--- config.mk ---
export PLATFORM = sky130hd
export DESIGN_NAME = can_txsched_top
export DESIGN_NICKNAME = d
export VERILOG_FILES = /design/src/rtl/can_txsched_pkg.sv /design/src/rtl/can_txsched_buf.sv /design/src/rtl/can_txsched_arb.sv /design/src/rtl/can_txsched_eng.sv /design/src/rtl/can_txsched_top.sv
export SDC_FILE = /design/constraint.sdc
export NUM_CORES = 1
export LEC_CHECK = 0
export BUFFER_PORTS_ARGS = -buffer_cell sky130_fd_sc_hd__buf_2
export CAP_MARGIN = 20
export CORE_MARGIN = 2
export CORE_UTILIZATION = 40
export DETAILED_ROUTE_END_ITERATION = 16
export PLACE_DENSITY = 0.7
export SLEW_MARGIN = 20
export SYNTH_ARGS = -nofsm -noshare
export SYNTH_HDL_FRONTEND = slang
export SYNTH_SLANG_ARGS = --single-unit
--- constraint.sdc ---
create_clock -name clk -period 20.5 [get_ports clk]
set_input_delay 4.1 -clock clk [delete_from_list [all_inputs] [get_ports clk]]
set_output_delay 4.1 -clock clk [all_outputs]
set_load 0.01 [all_outputs]
--- src/rtl/can_txsched_pkg.sv ---
package can_txsched_pkg;

  // Per-buffer control byte, bit 7 down to bit 0.
  typedef struct packed {
    logic       dir;    // 1 = transmit buffer
    logic       abt;    // aborted (sticky, read-only)
    logic       larb;   // lost arbitration (sticky, read-only)
    logic       err;    // bus error (sticky, read-only)
    logic       req;    // send request
    logic       rtr;    // auto-reply to remote frames
    logic [1:0] prio;   // transmit priority, 3 highest
  } bufctl_t;

  localparam int CTL_W = $bits(bufctl_t);

  // Raising a request always wipes the three outcome flags.
  function automatic bufctl_t raise_req(input bufctl_t c);
    bufctl_t r;
    r      = c;
    r.req  = 1'b1;
    r.abt  = 1'b0;
    r.larb = 1'b0;
    r.err  = 1'b0;
    return r;
  endfunction

  // True when candidate a beats candidate b: priority first, index breaks ties.
  function automatic logic outranks(input logic [1:0] pa, input int ia,
                                    input logic [1:0] pb, input int ib);
    return (pa > pb) || ((pa == pb) && (ia > ib));
  endfunction

endpackage

--- src/rtl/can_txsched_buf.sv ---
module can_txsched_buf
  import can_txsched_pkg::*;
(
  input  logic                 clk,
  input  logic                 rst_n,
  input  logic                 wr_hit,
  input  logic [CTL_W-1:0]     wr_byte,
  input  logic                 in_flight,
  input  logic                 ev_sent,
  input  logic                 ev_abd,
  input  logic                 ev_larb,
  input  logic                 ev_err,
  input  logic                 rrx_hit,
  output bufctl_t              ctl,
  output logic                 pend,
  output logic                 abort_req
);

  bufctl_t q, d, wb;
  logic    any_ev;

  always_comb begin
    wb        = bufctl_t'(wr_byte);
    any_ev    = ev_sent | ev_abd | ev_larb | ev_err;
    d         = q;
    abort_req = 1'b0;
    // engine outcome for this buffer
    if (ev_abd) begin
      d.req = 1'b0;
      d.abt = 1'b1;
    end else if (ev_sent) begin
      d.req = 1'b0;
    end else if (ev_err) begin
      d.err = 1'b1;
    end else if (ev_larb) begin
      d.larb = 1'b1;
    end
    // software write: flag bits of the byte are ignored
    if (wr_hit) begin
      d.dir  = wb.dir;
      d.rtr  = wb.rtr;
      d.prio = wb.prio;
      if (wb.req) begin
        d = raise_req(d);
      end else if (d.req) begin
        if (in_flight && !any_ev) begin
          abort_req = 1'b1;          // engine must confirm
        end else begin
          d.req = 1'b0;
          d.abt = 1'b1;
        end
      end
    end
    // remote frame auto-reply
    if (rrx_hit && q.rtr) d = raise_req(d);
  end

  always_ff @(posedge clk or negedge rst_n) begin
    if (!rst_n) q <= '0;
    else        q <= d;
  end

  assign ctl  = q;
  assign pend = q.dir & q.req;

  assert_set_clears_flags_R3: assert property (@(posedge clk) disable iff (!rst_n)
    (wr_hit && wr_byte[3]) |=> (ctl.req && !ctl.abt && !ctl.larb && !ctl.err));

  assert_sent_clears_req_R4: assert property (@(posedge clk) disable iff (!rst_n)
    (ev_sent && !ev_abd && !wr_hit && !rrx_hit) |=> !ctl.req);

  assert_idle_abort_R5: assert property (@(posedge clk) disable iff (!rst_n)
    (wr_hit && !wr_byte[3] && ctl.req && !in_flight && !any_ev && !rrx_hit)
      |=> (!ctl.req && ctl.abt));

  assert_flight_abort_keeps_req_R6: assert property (@(posedge clk) disable iff (!rst_n)
    abort_req |=> ctl.req);

  assert_no_reply_keeps_req_R10: assert property (@(posedge clk) disable iff (!rst_n)
    (rrx_hit && !ctl.rtr && !wr_hit && !any_ev) |=> $stable(ctl.req));

endmodule

--- src/rtl/can_txsched_arb.sv ---
module can_txsched_arb
  import can_txsched_pkg::*;
#(
  parameter int NBUF  = 8,
  parameter int IDX_W = 3
) (
  input  logic             clk,
  input  logic             rst_n,
  input  logic [NBUF-1:0]  pend,
  input  logic [1:0]       prio [NBUF],
  output logic             any_pend,
  output logic [IDX_W-1:0] sel_idx
);

  logic [1:0] best_p;
  int         best_i;

  always_comb begin
    any_pend = 1'b0;
    best_p   = '0;
    best_i   = 0;
    for (int i = 0; i < NBUF; i++) begin
      if (pend[i] && (!any_pend || outranks(prio[i], i, best_p, best_i))) begin
        any_pend = 1'b1;
        best_p   = prio[i];
        best_i   = i;
      end
    end
    sel_idx = IDX_W'(best_i);
  end

  assert_sel_is_pending_R7: assert property (@(posedge clk) disable iff (!rst_n)
    any_pend |-> pend[sel_idx]);

endmodule

--- src/rtl/can_txsched_eng.sv ---
module can_txsched_eng #(
  parameter int IDX_W = 3
) (
  input  logic             clk,
  input  logic             rst_n,
  input  logic             any_pend,
  input  logic [IDX_W-1:0] sel_idx,
  input  logic             eng_accept,
  input  logic             eng_sent,
  input  logic             eng_abort_done,
  input  logic             eng_lost_arb,
  input  logic             eng_bus_err,
  input  logic             abort_hit,
  output logic             eng_valid,
  output logic [IDX_W-1:0] eng_idx,
  output logic             eng_abort,
  output logic             busy,
  output logic [IDX_W-1:0] cur_idx,
  output logic             start,
  output logic             done
);

  logic             busy_q, abort_q;
  logic [IDX_W-1:0] cur_q;

  assign eng_valid = !busy_q && any_pend;
  assign start     = eng_valid && eng_accept;
  assign done      = busy_q && (eng_sent | eng_abort_done | eng_lost_arb | eng_bus_err);
  assign eng_idx   = busy_q ? cur_q : sel_idx;
  assign eng_abort = abort_q;
  assign busy      = busy_q;
  assign cur_idx   = cur_q;

  always_ff @(posedge clk or negedge rst_n) begin
    if (!rst_n) begin
      busy_q  <= 1'b0;
      cur_q   <= '0;
      abort_q <= 1'b0;
    end else begin
      if (done)       busy_q <= 1'b0;
      else if (start) busy_q <= 1'b1;
      if (start)      cur_q  <= sel_idx;
      if (done)           abort_q <= 1'b0;
      else if (abort_hit) abort_q <= 1'b1;
    end
  end

  assert_abort_only_busy_R6: assert property (@(posedge clk) disable iff (!rst_n)
    eng_abort |-> busy);

  assert_frozen_idx_R8: assert property (@(posedge clk) disable iff (!rst_n)
    (busy && !done) |=> (eng_idx == $past(eng_idx)));

  assert_retry_ends_busy_R9: assert property (@(posedge clk) disable iff (!rst_n)
    (busy && (eng_lost_arb || eng_bus_err)) |=> !busy);

endmodule

--- src/rtl/can_txsched_top.sv ---
module can_txsched_top
  import can_txsched_pkg::*;
#(
  parameter int NBUF = 8,
  localparam int IDX_W = $clog2(NBUF),
  localparam int NREG  = NBUF / 2,
  localparam int RA_W  = (NREG > 1) ? $clog2(NREG) : 1
) (
  input  logic             clk,
  input  logic             rst_n,
  input  logic             wr_en,
  input  logic [RA_W-1:0]  wr_addr,
  input  logic [1:0]       wr_be,
  input  logic [15:0]      wr_data,
  input  logic [RA_W-1:0]  rd_addr,
  output logic [15:0]      rd_data,
  input  logic             rrx_valid,
  input  logic [IDX_W-1:0] rrx_idx,
  output logic             eng_valid,
  output logic [IDX_W-1:0] eng_idx,
  input  logic             eng_accept,
  output logic             eng_abort,
  input  logic             eng_sent,
  input  logic             eng_abort_done,
  input  logic             eng_lost_arb,
  input  logic             eng_bus_err
);

  bufctl_t          ctl_a [NBUF];
  logic [1:0]       prio_a [NBUF];
  logic [NBUF-1:0]  pend, abort_v;
  logic             any_pend, busy, start, done, abort_hit;
  logic [IDX_W-1:0] sel_idx, cur_idx;

  assign abort_hit = |abort_v;

  for (genvar i = 0; i < NBUF; i++) begin : g_buf
    localparam int LANE = i % 2;
    localparam int REG  = i / 2;
    logic mine, wr_hit, in_flight;
    assign mine      = (cur_idx == IDX_W'(i));
    assign wr_hit    = wr_en && (wr_addr == RA_W'(REG)) && wr_be[LANE];
    assign in_flight = (busy && mine) || (start && (sel_idx == IDX_W'(i)));
    assign prio_a[i] = ctl_a[i].prio;

    can_txsched_buf u_buf (
      .clk       (clk),
      .rst_n     (rst_n),
      .wr_hit    (wr_hit),
      .wr_byte   (wr_data[LANE*CTL_W +: CTL_W]),
      .in_flight (in_flight),
      .ev_sent   (busy && mine && eng_sent),
      .ev_abd    (busy && mine && eng_abort_done),
      .ev_larb   (busy && mine && eng_lost_arb),
      .ev_err    (busy && mine && eng_bus_err),
      .rrx_hit   (rrx_valid && (rrx_idx == IDX_W'(i))),
      .ctl       (ctl_a[i]),
      .pend      (pend[i]),
      .abort_req (abort_v[i])
    );
  end

  can_txsched_arb #(.NBUF(NBUF), .IDX_W(IDX_W)) u_arb (
    .clk      (clk),
    .rst_n    (rst_n),
    .pend     (pend),
    .prio     (prio_a),
    .any_pend (any_pend),
    .sel_idx  (sel_idx)
  );

  can_txsched_eng #(.IDX_W(IDX_W)) u_eng (
    .clk            (clk),
    .rst_n          (rst_n),
    .any_pend       (any_pend),
    .sel_idx        (sel_idx),
    .eng_accept     (eng_accept),
    .eng_sent       (eng_sent),
    .eng_abort_done (eng_abort_done),
    .eng_lost_arb   (eng_lost_arb),
    .eng_bus_err    (eng_bus_err),
    .abort_hit      (abort_hit),
    .eng_valid      (eng_valid),
    .eng_idx        (eng_idx),
    .eng_abort      (eng_abort),
    .busy           (busy),
    .cur_idx        (cur_idx),
    .start          (start),
    .done           (done)
  );

  always_comb begin
    rd_data = '0;
    for (int r = 0; r < NREG; r++) begin
      if (rd_addr == RA_W'(r)) rd_data = {ctl_a[2*r+1], ctl_a[2*r]};
    end
  end

  assert_reset_idle_R1: assert property (@(posedge clk)
    !rst_n |=> (!eng_valid || rst_n));

endmodule

# ---- Yosys cells after proc, flatten, opt, wreduce, memory -nomap -nowiden
# Cells that the tools add are included.
dict set report totals {
  regBits 69
  inputBits 34
  output_inout_bits 21
  wordCells 486
}
dict set report classes {
  n_reduce_logical 146
  bitwise 35
  n_eq_ne 34
  n_mux 199
  order_cmp 13
}
# operator n
set op_table {}
lappend op_table {{$mux 1} 141}
lappend op_table {{$logic_and 1x1->1} 100}
lappend op_table {{$mux 2} 33}
lappend op_table {{$mux 16} 4}
lappend op_table {{$mux 8} 8}
lappend op_table {{$mux 7} 8}
lappend op_table {{$eq 3x3->1 const B} 12}
lappend op_table {{$or 1x1->1} 27}
lappend op_table {{$logic_or 1x1->1} 22}
lappend op_table {{$eq 3x2->1 const B} 6}
lappend op_table {{$logic_not 1->1} 16}
lappend op_table {{$mux 3} 5}
lappend op_table {{$eq 2x2->1} 7}
lappend op_table {{$gt 2x2->1} 7}
lappend op_table {{$eq 3x1->1 const B} 3}
lappend op_table {{$gt 3x3->1 const A} 3}
lappend op_table {{$logic_not 3->1} 3}
lappend op_table {{$and 1x1->1} 8}
lappend op_table {{$eq 2x2->1 const B} 4}
lappend op_table {{$reduce_or 8->1} 1}
lappend op_table {{$eq 2x1->1 const B} 2}
lappend op_table {{$logic_not 2->1} 2}
lappend op_table {{$reduce_bool 2->1} 2}
lappend op_table {{$gt 3x2->1 const A} 1}
lappend op_table {{other kinds (2)} 2}

# ---- Depth between registers and ports, before layout
# Gate-level depths: netlist of run 1.
dict set report depth {
  word_depth 55
  depth_mapped 45
  depth_no_buf 45
}

# ---- Cells and area by module
# Synthesis of run 1 repeated with hierarchy kept, for this count alone.
dict set report hier_totals {
  cells_unflattened 436
  area_unflattened_um2 4773.3
}
# mod seq_area_each_um2 area_per_inst_um2 instances cells_per_inst
set by_module_without_submodules {}
lappend by_module_without_submodules {can_txsched_buf 200.2 361.6 8 28}
lappend by_module_without_submodules {can_txsched_top 0.0 947.2 1 105}
lappend by_module_without_submodules {can_txsched_arb 0.0 670.6 1 88}
lappend by_module_without_submodules {can_txsched_eng 125.1 262.8 1 19}

# ---- Worst setup path before layout of run 1
# No wires, ideal clock.
dict set report synth_timing {
  kind {register -> output}
  from {register g_buf[0].u_buf.q (netlist bit g_buf[0].u_buf.ctl[7])}
  to {output port eng_idx[1]}
  t_arrival_ns 8.378
  path_slack_ns 8.022
  path_stages_with_launch 41
  n_path_buf 0
  required_ns 16.400
  cell_sequence {dfrtp_1 > and3_2 > ha_1 > nand2b_4 > a211o_1 > and3_4 > mux2_4 > ha_1 > nand2b_1 > a211oi_1 > or2_2 > mux2_4 > ha_1 > nand2b_1 > a21oi_1 > a21o_2 > mux2_4 > ha_1 > (+5 left out) > nand2b_1 > a21oi_1 > a21oi_1 > inv_1 > mux2_4 > ha_1 > nand2b_1 > a21oi_1 > nand2_1 > nand2_1 > o21ai_0 > a31o_1 > ha_1 > nor3b_1 > or3_1 > nand2_1 > a21oi_1 > a21oi_1}
}
dict set report synth_between {
  elab_chain_cells 44
  word_cells_on_any_way 77
  cone_classes {13 x order compare; 7 x eq/ne; 22 x mux; 1 x bitwise; 34 x reduce/logical}
}
# element line
set synth_lines {}
lappend synth_lines {{start: declaration} can_txsched_buf.sv:19} ;# bufctl_t q, d, wb;
lappend synth_lines {{start signal: assignment} can_txsched_buf.sv:59} ;# if (!rst_n) q <= '0;
lappend synth_lines {{start signal: assignment} can_txsched_buf.sv:60} ;# else q <= d;
lappend synth_lines {{$and 1x1->1 (*)} can_txsched_buf.sv:64} ;# assign pend = q.dir & q.req;
lappend synth_lines {{$mux 2} can_txsched_arb.sv:23} ;# if (pend[i] && (!any_pend || outranks(prio[i], i, best_p, best_i))) begin
lappend synth_lines {{$gt 2x2->1 or $eq 2x2->1 (tied branches)} can_txsched_pkg.sv:30} ;# return (pa > pb) || ((pa == pb) && (ia > ib));
lappend synth_lines {{$logic_or 1x1->1} can_txsched_pkg.sv:30}
lappend synth_lines {{$logic_or 1x1->1} can_txsched_arb.sv:23}
lappend synth_lines {{$logic_and 1x1->1} can_txsched_arb.sv:23}
lappend synth_lines {{$mux 1 or $mux 2 (tied branches)} can_txsched_arb.sv:23}
lappend synth_lines {{$gt 2x1->1 or $eq 2x2->1 (tied branches)} can_txsched_pkg.sv:30}
lappend synth_lines {{(+28 left out)} --}
lappend synth_lines {{$mux 3 or $mux 2 (tied branches)} can_txsched_arb.sv:23}
lappend synth_lines {{$gt 3x3->1 or $eq 2x2->1 (tied branches)} can_txsched_pkg.sv:30}
lappend synth_lines {{$logic_and 1x1->1} can_txsched_pkg.sv:30}
lappend synth_lines {{$logic_or 1x1->1} can_txsched_pkg.sv:30}
lappend synth_lines {{$logic_or 1x1->1} can_txsched_arb.sv:23}
lappend synth_lines {{$logic_and 1x1->1} can_txsched_arb.sv:23}
lappend synth_lines {{$mux 3 (*)} can_txsched_arb.sv:23}
lappend synth_lines {{$mux 3 (*)} can_txsched_eng.sv:29} ;# assign eng_idx = busy_q ? cur_q : sel_idx;
lappend synth_lines {{end: declaration} can_txsched_top.sv:20} ;# output logic [IDX_W-1:0] eng_idx,
# Mark *: on every way between the ends. The rest lies on a longest branch, timed or not.

# ---- Worst setup path in the final report of run 1
dict set report layout_timing {
  from {register g_buf[0].u_buf.q (netlist bit g_buf[0].u_buf.ctl[3])}
  to {output port eng_idx[0]}
}
# The elaborated chain is that of the path after synthesis.

==> flow_metrics.tcl, run 1 <==
set metrics [dict create \
    status "finished, final reports clean" \
    clk_pin_slew_ps 80 \
    firstDrtPassIters 5 \
    track_usage_pct 22.2 \
    routed_wirelength_mm 12.3 \
    portBuffers 48 \
    cts_setup_buffers 0 \
    fin_nets 551 \
    first_global_vias 3837 \
    start_kind "flip-flop" \
    n_antenna_cell 0 \
    finClkSkew_ps 8.77 \
    clock-root-buffer "clkbuf_8" \
    routed_via_density 5.98 \
    die_h_um 108 \
    clk_latency_ps 350 \
    pre_cts_slack_ps 6840 \
    syn-mean-instance-area_um2 9.51 \
    row_count 37 \
    h-tree-depth 3 \
    synth_seq_cells 69 \
    ys_async_sr_fraction_pct 100 \
    die_w_um 108 \
    synth_top_area_cell "dfrtp_1" \
    cts.path.max_buffers 2 \
    max_freq_ghz 0.0705 \
    grt_pass1_wl_mm 19.8 \
    cts_tree "yes" \
    synth.most_common_cell "dfrtp_1" \
    final-max-slew-violation-count 0 \
    p_leak_uw 0.00217 \
    worst_pin_slew_ps 977 \
    worst_ep_arrival_time_ps 10090 \
    overflow 0 \
    die-area_mm2 0.0117 \
    setup-violations-final 0 \
    layout-drive-gt1-share_pct 23.6 \
    area_growth_pct 13.5 \
    drt-wirelength-per-cell_um 19.1 \
    synth.distinct_cells 58 \
    synth_area_leaders "dfrtp_1, mux4_2, nand2_1, mux2_2, a21oi_1" \
    grt_max_degree 70 \
    numCtsBuffers 9 \
    relSlewSlack_pct 34.7 \
    yosysWarnings 0 \
    cellPowerDensity_mw_per_mm2 119 \
    synthesis.nets 503 \
    synth_common_cells "dfrtp_1, nand2_1, nor2_1" \
    synthCells 455 \
    hold_buffers 0 \
    rsz0062_at_grt "false" \
    cap_viol_max_count 0 \
    antenna_left 0 \
    post-dp-hpwl_mm 9.24 \
    floorplan.initialDensity_pct 41.5 \
    finalCritPeriodShare_pct 69.2 \
    end_kind "primary output" \
    post-route-min-period_ps 14190 \
    cpMostUsedCell "ha_1" \
    setup_ws_ps 6310 \
    drtIter0Drc 302 \
    required_ps 16400 \
    drc_errors 0 \
    cts-resized-gates 0 \
    cp_max_fo 8 \
    synth_top_area_share_pct 39.9 \
    hp-class "flip-flop to flip-flop" \
    clock_sinks 69 \
    fin_setup_tns_ps 0 \
    cp_slowest_cell "dfrtp_1" \
    via_count 3852 \
    netlist_area_mm2 0.00433 \
    antenna_found_initial 0 \
    io_pins 55 \
    place_congestion 0.939 \
    ys_seq_area_share_pct 39.9 \
    synth_enable_flop_cells 0 \
    critical-path-max-stage-delay_ps 480 \
    core-area_mm2 0.0104 \
    synthFlopType "dfrtp_1" \
    hold_violations 0 \
    vdd_drop_max_mv 0.0642 \
    worstSetupPathType "flip-flop to primary output" \
]
[state kept, by name, summed over array words and instances (netlist names)]
| name | count |
|---|---|
| u_eng.eng_abort | 1 |
| g_buf.u_buf.ctl | 64 |
| u_eng.cur_idx | 3 |
| u_eng.busy | 1 |
[path summary, 6_finish.rpt]
check	from	end	slack (ps)	cells after the start
setup / recovery	g_buf[0].u_buf.ctl[3]	eng_idx[0]	6310	40
hold / removal	g_buf[6].u_buf.ctl[4]	g_buf[6].u_buf.ctl[4]	500	2
setup reg to reg	g_buf[0].u_buf.ctl[3]	u_eng.eng_abort	9800	43
hold reg to reg	g_buf[6].u_buf.ctl[4]	g_buf[6].u_buf.ctl[4]	500	2
max in group asynchronous	rst_n	g_buf[3].u_buf.ctl[1]	15970	2
min in group asynchronous	rst_n	g_buf[4].u_buf.ctl[5]	3940	2
[power by group]
part           switching (uW)  leakage (uW)  total (uW)  internal [uW]
logic                     140       0.00121         253            113
clock network            55.9     0.0000918         112           56.5
registers                41.9      0.000868         217            175
[layout by cell type (no fill, tap or decap), types with 6 or more instances in the layout]
master / instances
clkbuf_8: 9
mux2_2: 20
nor2b_1: 8
nand2_1: 68
a21oi_1: 39
buf_2: 48
dfrtp_1: 69
mux4_2: 15
nand3_1: 13
nand4_1: 6
nor2_1: 43
o21ai_0: 20
inv_1: 17
nand2b_1: 14
a221oi_1: 8
ha_1: 14
[per-layer routing]
| layer | GRT usage, % | vias to the layer above | wire, um |
|---|---|---|---|
| met5 | 0 | - | 0 |
| met2 | 36.4 | 131 | 5900 |
| met1 | 29.1 | 1922 | 5430 |
| met3 | 4.82 | 25 | 726 |
| li1 | - | 1774 | - |
| met4 | 7.88 | 0 | 265 |
[per-stage QoR]
step	total power, uW	util (%)	cell area, um2	hold WS (ps)	std cells
finish	582	47.1	4910	502	644
global route	623	47.1	4910	537	644
CTS	582	47.1	4910	506	644
detailed placement	468	45.2	4710	488	628
global placement	458	45.2	4710	476	628
floorplan	388	-	4330	457	455
[critical path, delay by kind of cell, from the launching register on]
| family | cells | cell delay [ps] |
|---|---|---|
| DFF | 1 | 480 |
| adders and majority gates | 7 | 1840 |
| buffers and inverters | 2 | 290 |
| and+or+nand+nor | 13 | 2310 |
| muxes | 6 | 1910 |
| AOI/OAI and AO/OA | 12 | 2860 |
[layout make-up]
type | count | area, um2
fill | 1026 | 5510
multi-input combinational | 355 | 2490
sequential | 69 | 1730
timing repair buffer | 51 | 263
tap | 136 | 170
clock buffer | 9 | 124
clock inverter | 7 | 75.1
inverter | 17 | 63.8
[logic make-up (layout without fill, tap and decap cells)]
| group | Yosys count | count (layout) | synth area share [%] |
|---|---|---|---|
| flip-flops | 69 | 69 | 39.9 |
| AND/OR/NAND/NOR | 186 | 186 | 20.6 |
| multiplexers | 41 | 41 | 15.4 |
| AO/OA/AOI/OAI | 114 | 114 | 17.3 |
| adder cells (fa/ha/maj) | 14 | 14 | 4.05 |
| buffers and inverters | 31 | 84 | 2.72 |
No activity file was read; power rests on OpenSTA's default activity.
==> run 2, diff against run 1 <==
==> constraint.sdc (replaced) <==
create_clock -name clk -period 14.45 [get_ports clk]
set_input_delay 2.89 -clock clk [delete_from_list [all_inputs] [get_ports clk]]
set_output_delay 2.89 -clock clk [all_outputs]
set_load 0.01 [all_outputs]
==> flow_metrics.tcl, run 2 (synthesis gave the netlist of run 1 again) <==
set metrics [dict create \
    hp-class "flip-flop to flip-flop" \
    cts.path.max_buffers 2 \
    end_kind "primary output" \
    row_count 37 \
    clock-root-buffer "clkbuf_8" \
    cpMostUsedCell "ha_1" \
    fin_setup_tns_ps 0 \
    track_usage_pct 22.4 \
    cts-resized-gates 0 \
    worst_pin_slew_ps 994 \
    hold_violations 0 \
    io_pins 55 \
    setup-violations-final 0 \
    relSlewSlack_pct 33.6 \
    floorplan.initialDensity_pct 41.5 \
    core-area_mm2 0.0104 \
    grt_max_degree 70 \
    required_ps 11560 \
    drt-wirelength-per-cell_um 19.2 \
    cellPowerDensity_mw_per_mm2 169 \
    post-route-min-period_ps 13030 \
    layout.cells.most_common "dfrtp_1" \
    start_kind "flip-flop" \
    multi_input_area_mm2 0.00249 \
    area_growth_pct 13.5 \
    worst_ep_arrival_time_ps 10140 \
    cap_viol_max_count 0 \
    hold_buffers 0 \
    status "finished, final reports clean" \
    worstSetupPathType "flip-flop to primary output" \
    via_count 3892 \
    largest_register_ffs 64 \
    routed_wirelength_mm 12.4 \
    nFillCells 992 \
    fin_nets 551 \
    final-max-slew-violation-count 0 \
    routed_via_density 6.04 \
    clk_latency_ps 360 \
    cts_tree "yes" \
    dp.cells 628 \
    cts_setup_buffers 0 \
    regArea_mm2 0.00173 \
    antenna_found_initial 0 \
    die_w_um 108 \
    firstDrtPassIters 9 \
    cp_slowest_cell "a21oi_1" \
    max_freq_ghz 0.0768 \
    clock_sinks 69 \
    grt_pass1_wl_mm 19.9 \
    antenna_left 0 \
    vdd_drop_max_mv 0.108 \
    place_congestion 0.928 \
    critical-path-max-stage-delay_ps 500 \
    p_leak_uw 0.00219 \
    overflow 0 \
    drc_errors 0 \
    portBuffers 48 \
    finClkSkew_ps 15.2 \
    h-tree-depth 3 \
    die_h_um 108 \
    clk_pin_slew_ps 70 \
    die-area_mm2 0.0117 \
    rsz0062_at_grt "false" \
    final_cell_mix "dfrtp_1, nand2_1, buf_2" \
    numCtsBuffers 9 \
    n_antenna_cell 0 \
    post-dp-hpwl_mm 9.25 \
    finalCritPeriodShare_pct 90.2 \
    finalNonFillerCells 644 \
    layout-drive-gt1-share_pct 23.6 \
    drtIter0Drc 362 \
    cp_max_fo 8 \
    first_global_vias 3907 \
]
==> run 2: cell count changes in the layout (fill, tap and decap cells not counted), sizes merged <==
cell	delta
clkbuf	+1
clkinv	+3
clkinvlp	-3
inv	-1
==> run 2: worst paths after layout <==
check	cells after the start	from	slack, ps	end
worst max-delay path	40	g_buf[0].u_buf.ctl[3]	1420	eng_idx[0]
worst min-delay path	2	g_buf[7].u_buf.ctl[4]	500	g_buf[7].u_buf.ctl[4]
worst max register to register	43	g_buf[0].u_buf.ctl[3]	3710	u_eng.eng_abort
worst min register to register	2	g_buf[7].u_buf.ctl[4]	500	g_buf[7].u_buf.ctl[4]
max in group asynchronous	2	rst_n	11140	g_buf[5].u_buf.ctl[7]
min in group asynchronous	2	rst_n	2720	g_buf[4].u_buf.ctl[5]
==> run 2: report_power, final <==
group          leakage, uW  switching [uW]  total, uW  internal [uW]
clock network     0.000106            77.1        161           84.0
logic              0.00121             201        361            160
registers         0.000868            59.6        308            249
==> run 2: layer usage <==
metal	wire length, um	global-route usage, %	vias to the layer above
met3	1020	3.98	41
met1	5210	30.3	1876
met5	0	0	-
met4	380	8.24	0
met2	5780	36.1	194
li1	-	-	1781
==> run 2: metrics by stage <==
step	instance area [um2]	util [%]	worst slack [ps]	hold WS, ps	power [uW]
finish	4910	47.2	1420	503	830
floorplan	4330	-	3180	457	551
CTS	4910	47.1	1530	506	829
global placement	4710	45.2	2310	475	650
detailed placement	4710	45.2	1960	489	665
global route	4910	47.2	840	533	888
==> run 2: final cells by class <==
| cell class | count | share of cell area (%) |
|---|---|---|
| Clock inverter | 6 | 1.27 |
| Sequential cell | 69 | 35.2 |
| Multi-Input combinational cell | 355 | 50.7 |
| Inverter | 17 | 1.30 |
| Clock buffer | 10 | 2.80 |
| Tap cell | 136 | 3.46 |
| Timing Repair Buffer | 51 | 5.35 |
==> run 2: critical path: cells and delay by family (launching register included) <==
| kind | cells | cell delay, ps |
|---|---|---|
| mux | 6 | 1960 |
| simple gates | 13 | 2270 |
| flops | 1 | 490 |
| compound gates | 12 | 2880 |
| fa+ha+maj | 7 | 1860 |
| buf+inv | 2 | 320 |
